<file path="src/rtl/tsf_pkg.sv">
package tsf_pkg;

  // which half of the bus cycle the RAM is serving
  typedef enum logic {
    SLOT_RD = 1'b0,
    SLOT_WR = 1'b1
  } slot_e;

  // wrap-around increment for a pointer of arbitrary depth
  function automatic int unsigned ptr_next(input int unsigned ptr, input int unsigned depth);
    return (ptr == depth - 1) ? 0 : ptr + 1;
  endfunction

endpackage

</file>
<file path="src/rtl/tsf_slot_seq.sv">
module tsf_slot_seq
  import tsf_pkg::*;
(
  input  logic  clk,
  input  logic  rst,
  output slot_e slot,
  output logic  bus_end
);

  slot_e slot_q;

  always_ff @(posedge clk) begin
    if (rst) slot_q <= SLOT_RD;
    else     slot_q <= (slot_q == SLOT_RD) ? SLOT_WR : SLOT_RD;
  end

  assign slot    = slot_q;
  assign bus_end = (slot_q == SLOT_WR);

  // the slot toggles on every edge
  assert_slot_toggle_R2: assert property (@(posedge clk) disable iff (rst)
    1'b1 |=> slot_q != $past(slot_q));

endmodule

</file>
<file path="src/rtl/tsf_ptr_ctrl.sv">
module tsf_ptr_ctrl
  import tsf_pkg::*;
#(
  parameter int unsigned DEPTH = 16,
  parameter int unsigned DW    = 32,
  localparam int unsigned AW   = (DEPTH > 1) ? $clog2(DEPTH) : 1,
  localparam int unsigned LW   = $clog2(DEPTH + 1)
) (
  input  logic          clk,
  input  logic          rst,
  input  logic          bus_end,
  input  logic          in_valid,
  input  logic [DW-1:0] in_data,
  input  logic          pop_req,
  output logic          in_ready,
  output logic          status,
  output logic          rd_go,
  output logic          wr_go,
  output logic [AW-1:0] rd_addr,
  output logic [AW-1:0] wr_addr,
  output logic [DW-1:0] wr_data
);

  localparam logic [LW-1:0] FULL_LVL = LW'(DEPTH);

  logic [AW-1:0] rd_ptr, wr_ptr;
  logic [LW-1:0] level;
  logic          do_pop, do_push;

  // pop is decided on the level before this cycle's push, so an empty
  // buffer never returns the word arriving in the same bus cycle
  always_comb begin
    do_pop  = pop_req  && (level != '0);
    do_push = in_valid && (level != FULL_LVL);
  end

  always_ff @(posedge clk) begin
    if (rst) begin
      rd_ptr  <= '0;
      wr_ptr  <= '0;
      level   <= '0;
      rd_go   <= 1'b0;
      wr_go   <= 1'b0;
      rd_addr <= '0;
      wr_addr <= '0;
      wr_data <= '0;
    end else if (bus_end) begin
      rd_go   <= do_pop;
      wr_go   <= do_push;
      rd_addr <= rd_ptr;
      wr_addr <= wr_ptr;
      if (do_push) begin
        wr_data <= in_data;
        wr_ptr  <= AW'(ptr_next(int'(wr_ptr), DEPTH));
      end
      if (do_pop) rd_ptr <= AW'(ptr_next(int'(rd_ptr), DEPTH));
      level <= level + LW'(do_push) - LW'(do_pop);
    end
  end

  assign in_ready = (level != FULL_LVL);
  assign status   = (level != '0);

  // the level never passes the depth
  assert_no_overflow_R5: assert property (@(posedge clk) disable iff (rst)
    level <= FULL_LVL);

  // equal pointers mean empty or full, nothing else
  assert_ptr_level_R3: assert property (@(posedge clk) disable iff (rst)
    ((level == '0) || (level == FULL_LVL)) == (wr_ptr == rd_ptr));

  // a rejected push leaves the write pointer alone
  assert_full_push_ignored_R5: assert property (@(posedge clk) disable iff (rst)
    (bus_end && in_valid && !in_ready) |=> wr_ptr == $past(wr_ptr));

  // a pop on empty leaves the read pointer alone
  assert_empty_pop_ignored_R6: assert property (@(posedge clk) disable iff (rst)
    (bus_end && pop_req && !status) |=> rd_ptr == $past(rd_ptr));

  // pointers only move at a bus-cycle boundary
  assert_ptrs_hold_R2: assert property (@(posedge clk) disable iff (rst)
    !bus_end |=> ($stable(rd_ptr) && $stable(wr_ptr) && $stable(level)));

endmodule

</file>
<file path="src/rtl/tsf_spram.sv">
module tsf_spram #(
  parameter int unsigned DEPTH = 16,
  parameter int unsigned DW    = 32,
  localparam int unsigned AW   = (DEPTH > 1) ? $clog2(DEPTH) : 1
) (
  input  logic          clk,
  input  logic          en,
  input  logic          we,
  input  logic [AW-1:0] addr,
  input  logic [DW-1:0] wdata,
  output logic [DW-1:0] rdata
);

  logic [DW-1:0] mem [DEPTH];

  // one port: a cycle either writes or reads, never both
  always_ff @(posedge clk) begin
    if (en) begin
      if (we) mem[addr] <= wdata;
      else    rdata     <= mem[addr];
    end
  end

endmodule

</file>
<file path="src/rtl/tslice_fifo.sv">
module tslice_fifo
  import tsf_pkg::*;
#(
  parameter int unsigned DEPTH   = 16,
  parameter int unsigned DW      = 32,
  parameter int unsigned NUM_OUT = 2,
  localparam int unsigned AW     = (DEPTH > 1) ? $clog2(DEPTH) : 1
) (
  input  logic          clk_2x,
  input  logic          rst,
  output logic          bus_phase,
  input  logic          in_valid,
  output logic          in_ready,
  input  logic [DW-1:0] in_data,
  input  logic          pop_req,
  output logic          status,
  output logic [DW-1:0] tc_rdata,
  output logic [DW-1:0] rt_rdata
);

  slot_e         slot;
  logic          bus_end;
  logic          rd_go, wr_go;
  logic [AW-1:0] rd_addr, wr_addr;
  logic [DW-1:0] wr_data, ram_q;
  logic          ram_en, ram_we;
  logic [AW-1:0] ram_addr;
  logic          rd_done;
  logic [DW-1:0] out_q [NUM_OUT];

  tsf_slot_seq u_seq (
    .clk     (clk_2x),
    .rst     (rst),
    .slot    (slot),
    .bus_end (bus_end)
  );

  tsf_ptr_ctrl #(.DEPTH(DEPTH), .DW(DW)) u_ctrl (
    .clk      (clk_2x),
    .rst      (rst),
    .bus_end  (bus_end),
    .in_valid (in_valid),
    .in_data  (in_data),
    .pop_req  (pop_req),
    .in_ready (in_ready),
    .status   (status),
    .rd_go    (rd_go),
    .wr_go    (wr_go),
    .rd_addr  (rd_addr),
    .wr_addr  (wr_addr),
    .wr_data  (wr_data)
  );

  // slot mux: read slot first, write enable held low until the write slot
  always_comb begin
    if (slot == SLOT_RD) begin
      ram_en   = rd_go;
      ram_we   = 1'b0;
      ram_addr = rd_addr;
    end else begin
      ram_en   = wr_go;
      ram_we   = wr_go;
      ram_addr = wr_addr;
    end
  end

  tsf_spram #(.DEPTH(DEPTH), .DW(DW)) u_ram (
    .clk   (clk_2x),
    .en    (ram_en),
    .we    (ram_we),
    .addr  (ram_addr),
    .wdata (wr_data),
    .rdata (ram_q)
  );

  always_ff @(posedge clk_2x) begin
    if (rst) rd_done <= 1'b0;
    else     rd_done <= ram_en && !ram_we;
  end

  for (genvar g = 0; g < NUM_OUT; g++) begin : g_out
    always_ff @(posedge clk_2x) begin
      if (rst)          out_q[g] <= '0;
      else if (rd_done) out_q[g] <= ram_q;
    end

    // a port changes only after a completed read
    assert_out_hold_R9: assert property (@(posedge clk_2x) disable iff (rst)
      !rd_done |=> $stable(out_q[g]));
  end

  assign bus_phase = (slot == SLOT_WR);
  assign tc_rdata  = out_q[0];
  assign rt_rdata  = out_q[NUM_OUT-1];

  // no write reaches the RAM while the read slot is active
  assert_no_write_in_read_slot_R10: assert property (@(posedge clk_2x) disable iff (rst)
    !bus_phase |-> !ram_we);

  // a read finishing always came from a read slot
  assert_read_only_in_read_slot_R10: assert property (@(posedge clk_2x) disable iff (rst)
    rd_done |-> bus_phase);

  // both consumer ports agree
  assert_ports_match_R9: assert property (@(posedge clk_2x) disable iff (rst)
    tc_rdata == rt_rdata);

endmodule

</file>
<file path="config.mk">
export PLATFORM = sky130hd
export DESIGN_NAME = tslice_fifo
export DESIGN_NICKNAME = d
export VERILOG_FILES = /design/src/rtl/tsf_pkg.sv /design/src/rtl/tsf_slot_seq.sv /design/src/rtl/tsf_ptr_ctrl.sv /design/src/rtl/tsf_spram.sv /design/src/rtl/tslice_fifo.sv
export SDC_FILE = /design/constraint.sdc
export NUM_CORES = 1
export LEC_CHECK = 0
export ABC_AREA = 1
export BUFFER_PORTS_ARGS = -buffer_cell sky130_fd_sc_hd__buf_2
export CAP_MARGIN = 5
export CORE_MARGIN = 2
export CORE_UTILIZATION = 25
export DETAILED_ROUTE_END_ITERATION = 6
export SLEW_MARGIN = 40
export SYNTH_ARGS = -nofsm -noshare
export SYNTH_HDL_FRONTEND = slang
export SYNTH_SLANG_ARGS = --single-unit
</file>
<file path="constraint.sdc">
create_clock -name clk_2x -period 6.1 [get_ports clk_2x]
set_input_delay 1.525 -clock clk_2x [delete_from_list [all_inputs] [get_ports clk_2x]]
set_output_delay 1.525 -clock clk_2x [all_outputs]
set_load 0.05 [all_outputs]
</file>
# Yosys cells after proc, flatten, opt, wreduce, memory -nomap -nowiden
# Memory sizes are Yosys's and may differ from the RTL's. A register that Yosys moved wholly into a read port is not among the register bits.
# Cells that the tools add are included.
dict set report op_classes {
  addsub 4
  n_eq_ne 3
  muxes 16
  bitwise 3
  n_reduce_logical 8
}
# cell n
set op_table {}
lappend op_table {{two-way mux 32 bit} 2}
lappend op_table {{two-way mux 4 bit} 3}
lappend op_table {{two-way mux 1 bit} 11}
lappend op_table {{adder 4 x 1 -> 4 bit (second input constant)} 2}
lappend op_table {{equality test 4 bit (second input constant)} 2}
lappend op_table {{AND reduction 2 bit} 3}
lappend op_table {{adder 5 x 1 -> 5 bit} 1}
lappend op_table {{inequality test 5 bit (second input constant)} 1}
lappend op_table {{nonzero test 5 bit} 1}
lappend op_table {{subtractor 5 x 1 -> 5 bit} 1}
lappend op_table {{logical AND 1 bit} 3}
lappend op_table {{bitwise OR 1 bit} 2}
lappend op_table {{zero test 1 bit} 1}
lappend op_table {{inverter 1 bit} 1}
dict set report totals {
  regBits 57
  mem_bits_rw 576
  input_bits 36
  word_cells 46
  mem_count 2
}
# name depth word_bits rd rd_ports_with_merged_regs wr line_no
set mem_list {}
lappend mem_list {u_ram.mem 16 32 1 1 1 tsf_spram.sv:14} ;# logic [DW-1:0] mem [DEPTH];
lappend mem_list {out_q 2 32 2 0 2 tslice_fifo.sv:29} ;# logic [DW-1:0] out_q [NUM_OUT];

# Logic depth before layout (Yosys ltp)
# Gate-level depths: netlist (run 1).
dict set report logic_depth {
  ltp_word 4
  depth_mapped 16
}

# Modules after synthesis
# From an unflattened synthesis (run 1), not the netlist that was laid out.
dict set report unflattened {
  cells_unflattened 2655
  area_unflattened_um2 26817.0
}
# mod instances cells_per_inst area_per_inst_um2 seq_area_each_um2
set modules_own_cells {}
lappend modules_own_cells {tsf_spram 1 2117 22549.1 16335.7}
lappend modules_own_cells {tsf_ptr_ctrl 1 382 2551.2 1101.1}
lappend modules_own_cells {tslice_fifo 1 153 1685.4 980.9}
lappend modules_own_cells {tsf_slot_seq 1 3 31.3 20.0}

# Worst setup path after synthesis (run 1)
# No wires, ideal clock.
dict set report synth_path {
  kind {flip-flop to flip-flop}
  from {reg u_seq.slot_q (netlist: u_seq.bus_end)}
  to {mem u_ram.mem[0][0] (enable)}
  setup_time_ps 421
  arrival_ps 3021
  required_ps 5679
  setup_slack_ps 2657
  stages_incl_launch_ff 9
  n_path_buf 2
  cell_sequence {dfxtp_1 -> bufinv_8 -> nand2_1 -> o21ai_4 -> inv_2 -> buf_4 -> buf_2 -> nand4_1 -> nor2_1}
}
dict set report synth_between {
  elab_chain_len 4
  word_cells_on_any_way 6
}
# item line_no
set synth_lines {}
lappend synth_lines {{start: declaration} tsf_slot_seq.sv:10} ;# slot_e slot_q;
lappend synth_lines {{start signal: assignment} tsf_slot_seq.sv:14} ;# else slot_q <= (slot_q == SLOT_RD) ? SLOT_WR : SLOT_RD;
lappend synth_lines {{two-way mux 1 bit} tslice_fifo.sv:56} ;# if (slot == SLOT_RD) begin
lappend synth_lines {{two-way mux 1 bit} tsf_spram.sv:19} ;# if (we) mem[addr] <= wdata;
lappend synth_lines {{two-way mux 1 bit} tsf_spram.sv:18} ;# if (en) begin
lappend synth_lines {{two-way mux 1 bit (not written as such)} tsf_spram.sv:19}
lappend synth_lines {{end: declaration} tsf_spram.sv:14}
# Several ways; a longest one is shown, not always the timed one.

# Worst setup path in the final report (run 1)
dict set report layout_path {
  from {reg u_seq.slot_q (netlist: u_seq.bus_end)}
  to {mem u_ram.mem[8][4] (enable)}
}
# Same word-level chain as after synthesis.

==> impl_metrics.env, run 1 <==
export IMPL_drt_wirelength_per_cell_um=17.0
export IMPL_cap_violations=0
export IMPL_grt_pass1_wl_um=104000
export IMPL_design_die_area_um2=109000
export IMPL_cts_resized=0
export IMPL_h_tree_depth=3
export IMPL_grt_busiest_layer="met2"
export IMPL_hold_depth=2
export IMPL_synthCells=2565
export IMPL_grt_pass1_vias=16838
export IMPL_port_buffers=102
export IMPL_min_path_type="flop to flop"
export IMPL_cts_tree="yes"
export IMPL_ys_seq_elements=633
export IMPL_drtIter0Drc=1488
export IMPL_setup_viol_count_final=0
export IMPL_seqCellArea_um2=18400
export IMPL_fp_row_count=119
export IMPL_tightest_slew_ns=0.864
export IMPL_fin_crit_ns=3.75
export IMPL_clk_path_buf_depth=3
export IMPL_worst_skew_pair_late_latency_ns=0.60
export IMPL_hold_start="u_ctrl.wr_go$_SDFFE_PP0P_"
export IMPL_critPathKind="flop to flop"
export IMPL_r2r_setup_slack_ns=2.35
export IMPL_critPathCaptureType="flop"
export IMPL_outcome="finished clean"
export IMPL_core_area_um2=106000
export IMPL_fin_setup_tns_ns=0
export IMPL_met1_usage_pct=16.5
export IMPL_grtUsageMet2_pct=20.7
export IMPL_rsz0062_at_grt="false"
export IMPL_drc=0
export IMPL_max_freq_ghz=0.266
export IMPL_clkTransAtPathRegs_ns=0.06
export IMPL_final_period_utilization_pct=61.5
export IMPL_power_density_nw_per_um2=305
export IMPL_cp_startpoint="u_seq.bus_end$_SDFF_PP0_"
export IMPL_required_ns=6.38
export IMPL_stdcell_count=4050
export IMPL_fin_nets=2652
export IMPL_yosysUniqueCellTypes=29
export IMPL_multiInputGateArea_um2=6880
export IMPL_die_y_um=331
export IMPL_syn_area_um2=26700
export IMPL_avgSynthCellArea_um2=10.4
export IMPL_path_max_fanout=66
export IMPL_ant_nets=0
export IMPL_totalWireLength_um=68700
export IMPL_p_leak_uw=0.0125
export IMPL_grt_max_degree=152
export IMPL_ys_seq_area_share_pct=69.1
export IMPL_min_to="u_ctrl.wr_go$_SDFFE_PP0P_"
export IMPL_place_inst=3929
export IMPL_grt_use_met3_pct=2.12
export IMPL_reg2reg_from="u_seq.bus_end$_SDFF_PP0_"
export IMPL_final_core_utilization_pct=29.4
export IMPL_irDropWorstVdd_uv=175
export IMPL_grtUsageTotal_pct=12.5
export IMPL_clock_root_buffer="clkbuf_16"
export IMPL_slew_violations=0
export IMPL_routabilityCongestion=0.780
export IMPL_r2r_cells=7
export IMPL_first_pass_iters=5
export IMPL_clock_sinks=633
export IMPL_cts_buffers=67
export IMPL_yosysWarnings=0
export IMPL_syn_nets=2609
export IMPL_dr_total_vias=17432
export IMPL_pin_count=103
export IMPL_num_fill_cells=10683
export IMPL_crit_arrival_ns=4.03
export IMPL_relSlewSlack_pct=42.3
export IMPL_overflow=0
export IMPL_postCtsHoldBufs=0
export IMPL_antenna_found_initial=0
export IMPL_worstReg2RegEnd="u_ram.mem[8][4]$_DFFE_PP_"
export IMPL_via_per_inst=4.30
export IMPL_num_antenna_cells=0
export IMPL_hold_ws_ns=0.460
export IMPL_start_kind="flop"
export IMPL_die_x_um=331
export IMPL_hold_viol=0
export IMPL_initial_core_util_pct=25.3
export IMPL_drive_above_1_share_pct=11.1
export IMPL_hpwl_um=40700
export IMPL_postCtsSetupBuffers=0
export IMPL_fin_skew_ns=0.0275
export IMPL_area_growth_pct=16.6
==> flip-flops by register name, summed over array words and instances (netlist names), 4 cells and up <==
signal          flops
u_ctrl.rd_addr      4
u_ctrl.rd_ptr       4
u_ctrl.level        5
u_ctrl.wr_addr      4
out_q              32
u_ctrl.wr_ptr       4
u_ram.rdata        32
u_ctrl.wr_data     32
u_ram.mem         512
==> routing by layer <==
| layer | share of wire (%) | vias up |
|---|---|---|
| met3 | 5.3 | 115 |
| met5 | 0 | - |
| met4 | 3.1 | 0 |
| met1 | 44 | 8326 |
| met2 | 48 | 470 |
| li1 | - | 8521 |
==> final cells by class <==
| class | count | share of cell area [%] |
|---|---|---|
| Tap cell | 1391 | 5.60 |
| Clock inverter | 34 | 0.942 |
| Timing Repair Buffer | 147 | 4.28 |
| Inverter | 129 | 1.61 |
| Sequential cell | 633 | 59.3 |
| Clock buffer | 86 | 6.09 |
| Multi-Input combinational cell | 1630 | 22.1 |
==> critical path, stage by stage, from the launching register on <==
cell	delay (ns)
dfxtp_1	0.68
bufinv_8	0.32
nand2_1	0.12
o21ai_4	0.08
inv_4	0.54
nand4_1	0.57
nor2_4	0.68
buf_4	0.40
==> per-stage QoR <==
step / total power [µW] / cell area [µm²] / setup WS, ns
after floorplan: 5330 / 26700 / 2.66
after global placement: 5500 / 28200 / 2.23
after detailed placement: 5510 / 28900 / 2.26
after CTS: 9550 / 31000 / 2.26
after global routing: 9790 / 31100 / 2.10
final: 9460 / 31100 / 2.35
==> cell families (layout without fill, tap and decap cells) <==
logic type | count (synthesis) | after routing | share of synthesized area, %
simple gates | 1556 | 1556 | 23.3
xor+xnor | 3 | 3 | 0.0986
buf+inv | 302 | 396 | 5.73
compound gates | 63 | 63 | 1.29
flops | 633 | 633 | 69.1
fa+ha+maj | 8 | 8 | 0.404
==> power by group <==
group / internal [µW] / switching (µW) / leakage [µW]
sequential: 4780 / 94.0 / 0.00590
clock: 2400 / 1650 / 0.00108
combinational: 144 / 391 / 0.00547
==> cell usage in the layout, fill, tap and decap left out, types with 2 or more instances in the layout <==
| master | count |
|---|---|
| o22ai_1 | 6 |
| nand2_8 | 3 |
| buf_2 | 102 |
| bufinv_16 | 5 |
| clkinv_2 | 14 |
| inv_6 | 2 |
| nor2_1 | 42 |
| clkbuf_8 | 6 |
| buf_12 | 3 |
| nor2_4 | 19 |
| buf_16 | 19 |
| dfxtp_2 | 4 |
| inv_2 | 12 |
| nand2_1 | 1213 |
| buf_8 | 8 |
| xor2_1 | 2 |
| nand4_1 | 4 |
| o21ai_2 | 2 |
| clkbuf_16 | 71 |
| clkinvlp_4 | 2 |
| inv_1 | 101 |
| o21ai_0 | 10 |
| edfxtp_1 | 576 |
| a21oi_1 | 43 |
| nand3_1 | 271 |
| clkinv_1 | 25 |
| clkbuf_1 | 9 |
| dfxtp_1 | 53 |
| ha_1 | 7 |
| buf_4 | 14 |
==> Yosys cell counts <==
cell	n	area share [%]
inv_1	101	1.4
buf_4	50	1.4
clkinv_1	13	0.18
nand2_4	3	0.13
bufinv_8	1	0.066
nor2_1	60	0.84
edfxtp_1	576	65
o21ai_2	2	0.066
dfxtp_1	57	4.3
clkbuf_1	23	0.32
inv_2	14	0.20
or2_2	1	0.023
and2_1	1	0.023
o21bai_1	1	0.028
ha_1	7	0.33
buf_1	1	0.014
nor2_2	1	0.023
fa_1	1	0.075
nand3_1	272	5.1
a21oi_1	43	0.81
nand2_1	1214	17
nand4_1	4	0.094
o21ai_0	10	0.19
buf_6	11	0.46
xor2_1	2	0.066
buf_2	88	1.7
o22ai_1	6	0.14
xnor2_1	1	0.033
o21ai_4	1	0.061
==> worst max path at each step <==
stage / slack [ns] / to
4_1_cts: 2.26 / u_ram.mem[8][3]$_DFFE_PP_
2_1_floorplan: 2.66 / u_ram.mem[0][0]$_DFFE_PP_
6_report: 2.35 / u_ram.mem[8][4]$_DFFE_PP_
5_1_grt: 2.10 / u_ram.mem[12][11]$_DFFE_PP_
3_3_place_gp: 2.23 / u_ram.mem[0][6]$_DFFE_PP_
3_5_place_dp: 2.26 / u_ram.mem[8][6]$_DFFE_PP_
Power figures use the tool's default switching activity.
==> inputs of run 2 (changes only) <==
--- a/config.mk
+++ b/config.mk
@@ -5,7 +5,7 @@
 export SDC_FILE = /design/constraint.sdc
 export NUM_CORES = 1
 export LEC_CHECK = 0
-export ABC_AREA = 1
+export ABC_AREA = 0
 export BUFFER_PORTS_ARGS = -buffer_cell sky130_fd_sc_hd__buf_2
 export CAP_MARGIN = 5
 export CORE_MARGIN = 2
==> constraint.sdc (replaced) <==
create_clock -name clk_2x -period 3.9 [get_ports clk_2x]
set_input_delay 0.975 -clock clk_2x [delete_from_list [all_inputs] [get_ports clk_2x]]
set_output_delay 0.975 -clock clk_2x [all_outputs]
set_load 0.05 [all_outputs]
==> impl_metrics.env, run 2 <==
export IMPL_max_freq_ghz=0.324
export IMPL_via_per_inst=5.07
export IMPL_cp_slowest_cell="or4b_2"
export IMPL_postCtsHoldBufs=0
export IMPL_critPathKind="flop to flop"
export IMPL_reg2reg_from="u_ctrl.level[3]$_SDFFE_PP0P_"
export IMPL_synth_area_leaders="edfxtp_1 62%, mux4_2 5.2%, nand2_1 4.5%"
export IMPL_yosysUniqueCellTypes=51
export IMPL_drtIter0Drc=1711
export IMPL_avgSynthCellArea_um2=14.1
export IMPL_dp_slack_ns=0.837
export IMPL_synthCells=1986
export IMPL_ys_seq_elements=633
export IMPL_final_period_utilization_pct=79.1
export IMPL_grtUsageTotal_pct=13.0
export IMPL_drt_wirelength_per_cell_um=21.8
export IMPL_required_ns=4.38
export IMPL_path_buf_inv=1
export IMPL_ys_seq_area_share_pct=65.9
export IMPL_seqCellArea_um2=18500
export IMPL_start_kind="flop"
export IMPL_overflow=0
export IMPL_cts_resized=0
export IMPL_hold_ws_ns=0.507
export IMPL_critPathTopFamily="adder cells"
export IMPL_cts_buffers=70
export IMPL_clk_path_buf_depth=3
export IMPL_mostFrequentLayoutCells="576 x edfxtp_1, 332 x nand2_1, 130 x nand4b_1"
export IMPL_die_y_um=339
export IMPL_fin_crit_ns=3.08
export IMPL_drc=0
export IMPL_totalWireLength_um=77400
export IMPL_hold_viol=0
export IMPL_clock_root_buffer="clkbuf_16"
export IMPL_irDropWorstVdd_uv=250
export IMPL_synth_area_leader_cell="edfxtp_1"
export IMPL_initial_core_util_pct=25.2
export IMPL_clkTransAtPathRegs_ns=0.05
export IMPL_tightest_slew_ns=0.875
export IMPL_port_buffers=102
export IMPL_grt_pass1_vias=17512
export IMPL_worstPathCellList="inv_1 -> ha_1 -> or4b_2 -> nand3_1 -> o21ai_0 -> ha_1 -> fa_1 -> a21oi_1 -> o21bai_1 -> mux2i_1 -> mux2_2"
export IMPL_path_max_fanout=5
export IMPL_min_path_type="flop to flop"
export IMPL_rsz0062_at_grt="false"
export IMPL_fin_skew_ns=0.0233
export IMPL_first_pass_iters=5
export IMPL_syn_nets=2030
export IMPL_cts_tree="yes"
export IMPL_fin_ws_ns=0.817
export IMPL_area_growth_pct=15.9
export IMPL_grt_max_degree=194
export IMPL_hold_start="u_ctrl.level[3]$_SDFFE_PP0P_"
export IMPL_core_area_um2=111000
export IMPL_fp_row_count=122
export IMPL_design_die_area_um2=115000
export IMPL_top_register="u_ram.mem"
export IMPL_drive_above_1_share_pct=18.0
export IMPL_layout_commonest_cell="edfxtp_1"
export IMPL_worst_skew_pair_late_latency_ns=0.62
export IMPL_cp_common_cell="ha_1"
export IMPL_relSlewSlack_pct=41.7
export IMPL_final_core_utilization_pct=29.3
export IMPL_synthArstFlopShare_pct=0
export IMPL_yosysWarnings=0
export IMPL_postCtsSetupBuffers=0
export IMPL_ant_nets=0
export IMPL_fin_setup_tns_ns=0
export IMPL_synth_top_area_share_pct=61.8
export IMPL_power_uw=15000
export IMPL_h_tree_depth=3
export IMPL_power_density_nw_per_um2=461
export IMPL_clock_sinks=633
export IMPL_cap_violations=0
export IMPL_multiInputGateArea_um2=8570
export IMPL_antenna_found_initial=1
export IMPL_setup_viol_count_final=0
export IMPL_fin_nets=2043
export IMPL_critPathMaxStageDelay_ns=0.66
export IMPL_num_antenna_cells=0
export IMPL_routabilityCongestion=0.752
export IMPL_outcome="finished clean"
export IMPL_slew_violations=0
export IMPL_dr_total_vias=17959
export IMPL_synth_ff_type="edfxtp_1"
export IMPL_syn_area_um2=28000
export IMPL_hpwl_um=43200
export IMPL_die_x_um=339
export IMPL_num_fill_cells=11127
export IMPL_crit_arrival_ns=3.57
export IMPL_synth_common_cells="576 x edfxtp_1, 332 x nand2_1, 130 x nand4b_1"
export IMPL_critPathCaptureType="flop"
export IMPL_cp_startpoint="u_ctrl.level[3]$_SDFFE_PP0P_"
export IMPL_p_leak_uw=0.0107
export IMPL_synth_edf_count=576
export IMPL_grt_pass1_wl_um=114000
export IMPL_synth_most_common_cell="edfxtp_1"
export IMPL_largest_reg_flops=512
export IMPL_pin_count=103
[run 2: report_power, final]
part	total, µW	internal, µW	switching, µW
registers	7610	7470	140
logic	803	249	555
clock network	6550	3840	2700
[run 2: area by class of cell]
class                   instances  area share (%)
flip-flops and latches        633            56.9
multi-input cells            1121            26.4
clock buffers                  96            6.12
well taps                    1488            5.74
repair buffers                167            3.87
clock inverters                34           0.883
inverters                       6          0.0772
[run 2: metal layers]
layer / routed length (µm) / track usage, % / vias up
li1: - / - / 7905
met1: 33400 / 17.5 / 9217
met2: 37000 / 21.3 / 718
met3: 5080 / 1.81 / 117
met4: 1900 / 4.40 / 2
met5: 13 / 0 / -
[run 2: logic make-up (layout without fill, tap and decap cells)]
logic type	Yosys count	after routing	share of synthesized area, %
AOI/OAI and AO/OA	310	310	8.58
and+or+nand+nor	720	720	15.1
xor gates and xnor gates	4	4	0.125
muxes	79	79	5.73
DFF	633	633	65.9
adders and majority gates	8	8	0.385
buffers and inverters	232	303	4.14
[run 2: path summary, 6_finish.rpt]
kind                            cells past startpoint  slack (ns)                      endpoint
worst max-delay path                               11        0.82  u_ctrl.level[4]$_SDFFE_PP0P_
worst min-delay path                                2        0.51  u_ctrl.level[3]$_SDFFE_PP0P_
worst max register to register                     11        0.82  u_ctrl.level[4]$_SDFFE_PP0P_
worst min register to register                      2        0.51  u_ctrl.level[3]$_SDFFE_PP0P_
[run 2: worst min-delay path, delay by kind of cell, from the launching register on]
family,cells,cell delay [ns]
simple gates,1,0.08
compound gates,1,0.05
flops,1,0.32
[run 2: stage by stage]
stage	instance area, µm²	cells
6_report	32400	3545
5_1_grt	32400	3545
4_1_cts	32400	3544
3_5_place_dp	30100	3414
3_3_place_gp	30100	3411
2_1_floorplan	28000	1986
==> inputs of run 3 (changes only) <==
--- a/config.mk
+++ b/config.mk
@@ -5,7 +5,7 @@
 export SDC_FILE = /design/constraint.sdc
 export NUM_CORES = 1
 export LEC_CHECK = 0
-export ABC_AREA = 0
+export ABC_AREA = 1
 export BUFFER_PORTS_ARGS = -buffer_cell sky130_fd_sc_hd__buf_2
 export CAP_MARGIN = 5
 export CORE_MARGIN = 2
==> constraint.sdc (replaced) <==
create_clock -name clk_2x -period 2.9 [get_ports clk_2x]
set_input_delay 0.725 -clock clk_2x [delete_from_list [all_inputs] [get_ports clk_2x]]
set_output_delay 0.725 -clock clk_2x [all_outputs]
set_load 0.05 [all_outputs]
==> impl_metrics.env, run 3 (synthesis gave the netlist of run 1 again) <==
export IMPL_max_freq_ghz=0.420
export IMPL_antenna_found_initial=3
export IMPL_clockPowerShare_pct=43.2
export IMPL_cts_resized=0
export IMPL_r2r_setup_slack_ns=0.52
export IMPL_p_int_uw=15400
export IMPL_setup_viol_count_final=0
export IMPL_clock_root_buffer="clkbuf_16"
export IMPL_critPathCaptureType="flop"
export IMPL_min_path_type="input port to flop"
export IMPL_overflow=0
export IMPL_seq_power_share_pct=51.2
export IMPL_totalWireLength_um=69200
export IMPL_drt_wirelength_per_cell_um=17.0
export IMPL_die_x_um=331
export IMPL_die_y_um=331
export IMPL_cap_violations=0
export IMPL_fin_nets=2672
export IMPL_top_register="u_ram.mem"
export IMPL_path_max_fanout=3
export IMPL_switching_share_pct=22.9
export IMPL_hold_viol=0
export IMPL_rsz0062_at_grt="false"
export IMPL_num_fill_cells=10761
export IMPL_design_die_area_um2=109000
export IMPL_irDropWorstVdd_uv=439
export IMPL_clock_sinks=633
export IMPL_grt_max_degree=132
export IMPL_ant_nets=0
export IMPL_final_core_utilization_pct=29.4
export IMPL_initial_core_util_pct=25.3
export IMPL_postCtsHoldBufs=0
export IMPL_cts_buffers=67
export IMPL_layout_commonest_cell="nand2_1"
export IMPL_power_density_nw_per_um2=644
export IMPL_place_inst=3950
export IMPL_clk_path_buf_depth=3
export IMPL_fin_skew_ns=0.0278
export IMPL_pin_count=103
export IMPL_slew_violations=0
export IMPL_drc=0
export IMPL_tightest_slew_ns=0.857
export IMPL_met1_usage_pct=18.1
export IMPL_dp_slack_ns=0.452
export IMPL_place_area_um2=28800
export IMPL_comb_power_share_pct=5.7
export IMPL_start_kind="flop"
export IMPL_hpwl_um=37900
export IMPL_h_tree_depth=3
export IMPL_critPathKind="flop to flop"
export IMPL_dr_total_vias=17745
export IMPL_grt_pass1_vias=16674
export IMPL_p_sw_uw=4580
export IMPL_stdcell_count=4073
export IMPL_via_per_inst=4.36
export IMPL_postCtsSetupBuffers=0
export IMPL_grt_pass1_wl_um=105000
export IMPL_worst_skew_pair_late_latency_ns=0.60
export IMPL_fin_ws_ns=0.521
export IMPL_grtUsageMet2_pct=19.5
export IMPL_grt_busiest_layer="met2"
export IMPL_clkTransAtPathRegs_ns=0.07
export IMPL_largest_reg_flops=512
export IMPL_drive_above_1_share_pct=11.8
export IMPL_fin_area_um2=31000
export IMPL_first_pass_iters=7
export IMPL_port_buffers=102
export IMPL_crit_arrival_ns=2.91
export IMPL_fp_row_count=119
export IMPL_cts_tree="yes"
export IMPL_drtIter0Drc=1733
export IMPL_routabilityCongestion=0.752
export IMPL_num_antenna_cells=0
export IMPL_final_period_utilization_pct=82.0
export IMPL_core_area_um2=106000
export IMPL_outcome="finished clean"
export IMPL_grtUsageTotal_pct=12.6
export IMPL_p_leak_uw=0.0125
export IMPL_area_growth_pct=16.3
export IMPL_grt_use_met3_pct=2.13
export IMPL_relSlewSlack_pct=42.9
export IMPL_fin_crit_ns=2.38
export IMPL_required_ns=3.43
export IMPL_mostFrequentLayoutCells="1213 x nand2_1, 576 x edfxtp_1, 271 x nand3_1"
==> run 3: cell count changes in the layout (fill, tap and decap cells not counted), sizes merged, moves of 23 or more <==
cell	before	now
nand2	332	1217
nand3	6	272
nand4b	130	0
inv	11	120
nand4	99	4
o32ai	65	0
mux4	64	0
o211a	64	0
o41ai	64	0
or4bb	54	0
o21ai	66	13
and2	33	1
nor2	38	61
==> run 3: cell type report <==
type	instances	area, µm²	area share (%)
Tap cell	1391	1740	5.61
Clock buffer	88	1870	6.02
Multi-Input combinational cell	1630	6870	22.2
Clock inverter	35	355	1.15
Inverter	129	500	1.61
Timing Repair Buffer	167	1240	4.01
Sequential cell	633	18400	59.4
==> run 3: path summary, 6_finish.rpt <==
check,endpoint,from,cells past startpoint
setup / recovery,u_ctrl.level[4]$_SDFFE_PP0P_,u_ctrl.level[2]$_SDFFE_PP0P_,16
hold / removal,u_ctrl.wr_data[24]$_SDFFE_PP0P_,in_data[24],3
setup reg to reg,u_ctrl.level[4]$_SDFFE_PP0P_,u_ctrl.level[2]$_SDFFE_PP0P_,16
hold reg to reg,u_ctrl.wr_go$_SDFFE_PP0P_,u_ctrl.wr_go$_SDFFE_PP0P_,2
==> run 3: per-layer routing <==
metal | part of all wire (%) | wire length [µm] | up-vias
met4 | 2.4 | 1650 | 0
met3 | 6.7 | 4670 | 110
met1 | 46 | 31800 | 8478
met2 | 45 | 31100 | 605
li1 | - | - | 8552
met5 | 0 | 0 | -
==> run 3: stage by stage <==
stage	setup TNS, ns	total power, µW	hold WS, ns
after floorplan	-36.79	11200	0.428
after global placement	0	11600	0.446
after detailed placement	0	11600	0.470
after CTS	0	20200	0.339
after global routing	0	20600	0.358
final	0	20000	0.367
==> run 3: power by group through the flow <==
stage          Combinational, µW  Sequential (µW)  Clock [µW]
2_1_floorplan                781            10400           0
3_3_place_gp                1130            10400           0
3_5_place_dp                1130            10400           0
4_1_cts                     1140            10200        8790
5_1_grt                     1260            10200        9140
6_report                    1130            10200        8630
==> run 3: critical path, stage by stage (launching register included) <==
cell	delay, ns
dfxtp_1	0.32
inv_1	0.09
ha_1	0.17
nand4_1	0.13
nand2_1	0.12
inv_1	0.05
nand2_1	0.11
o21ai_0	0.10
ha_1	0.23
fa_1	0.42
nand2_1	0.10
a21oi_1	0.08
nor2_1	0.09
nand2_1	0.05
nand2_1	0.07
nand2_1	0.05
a21oi_1	0.12
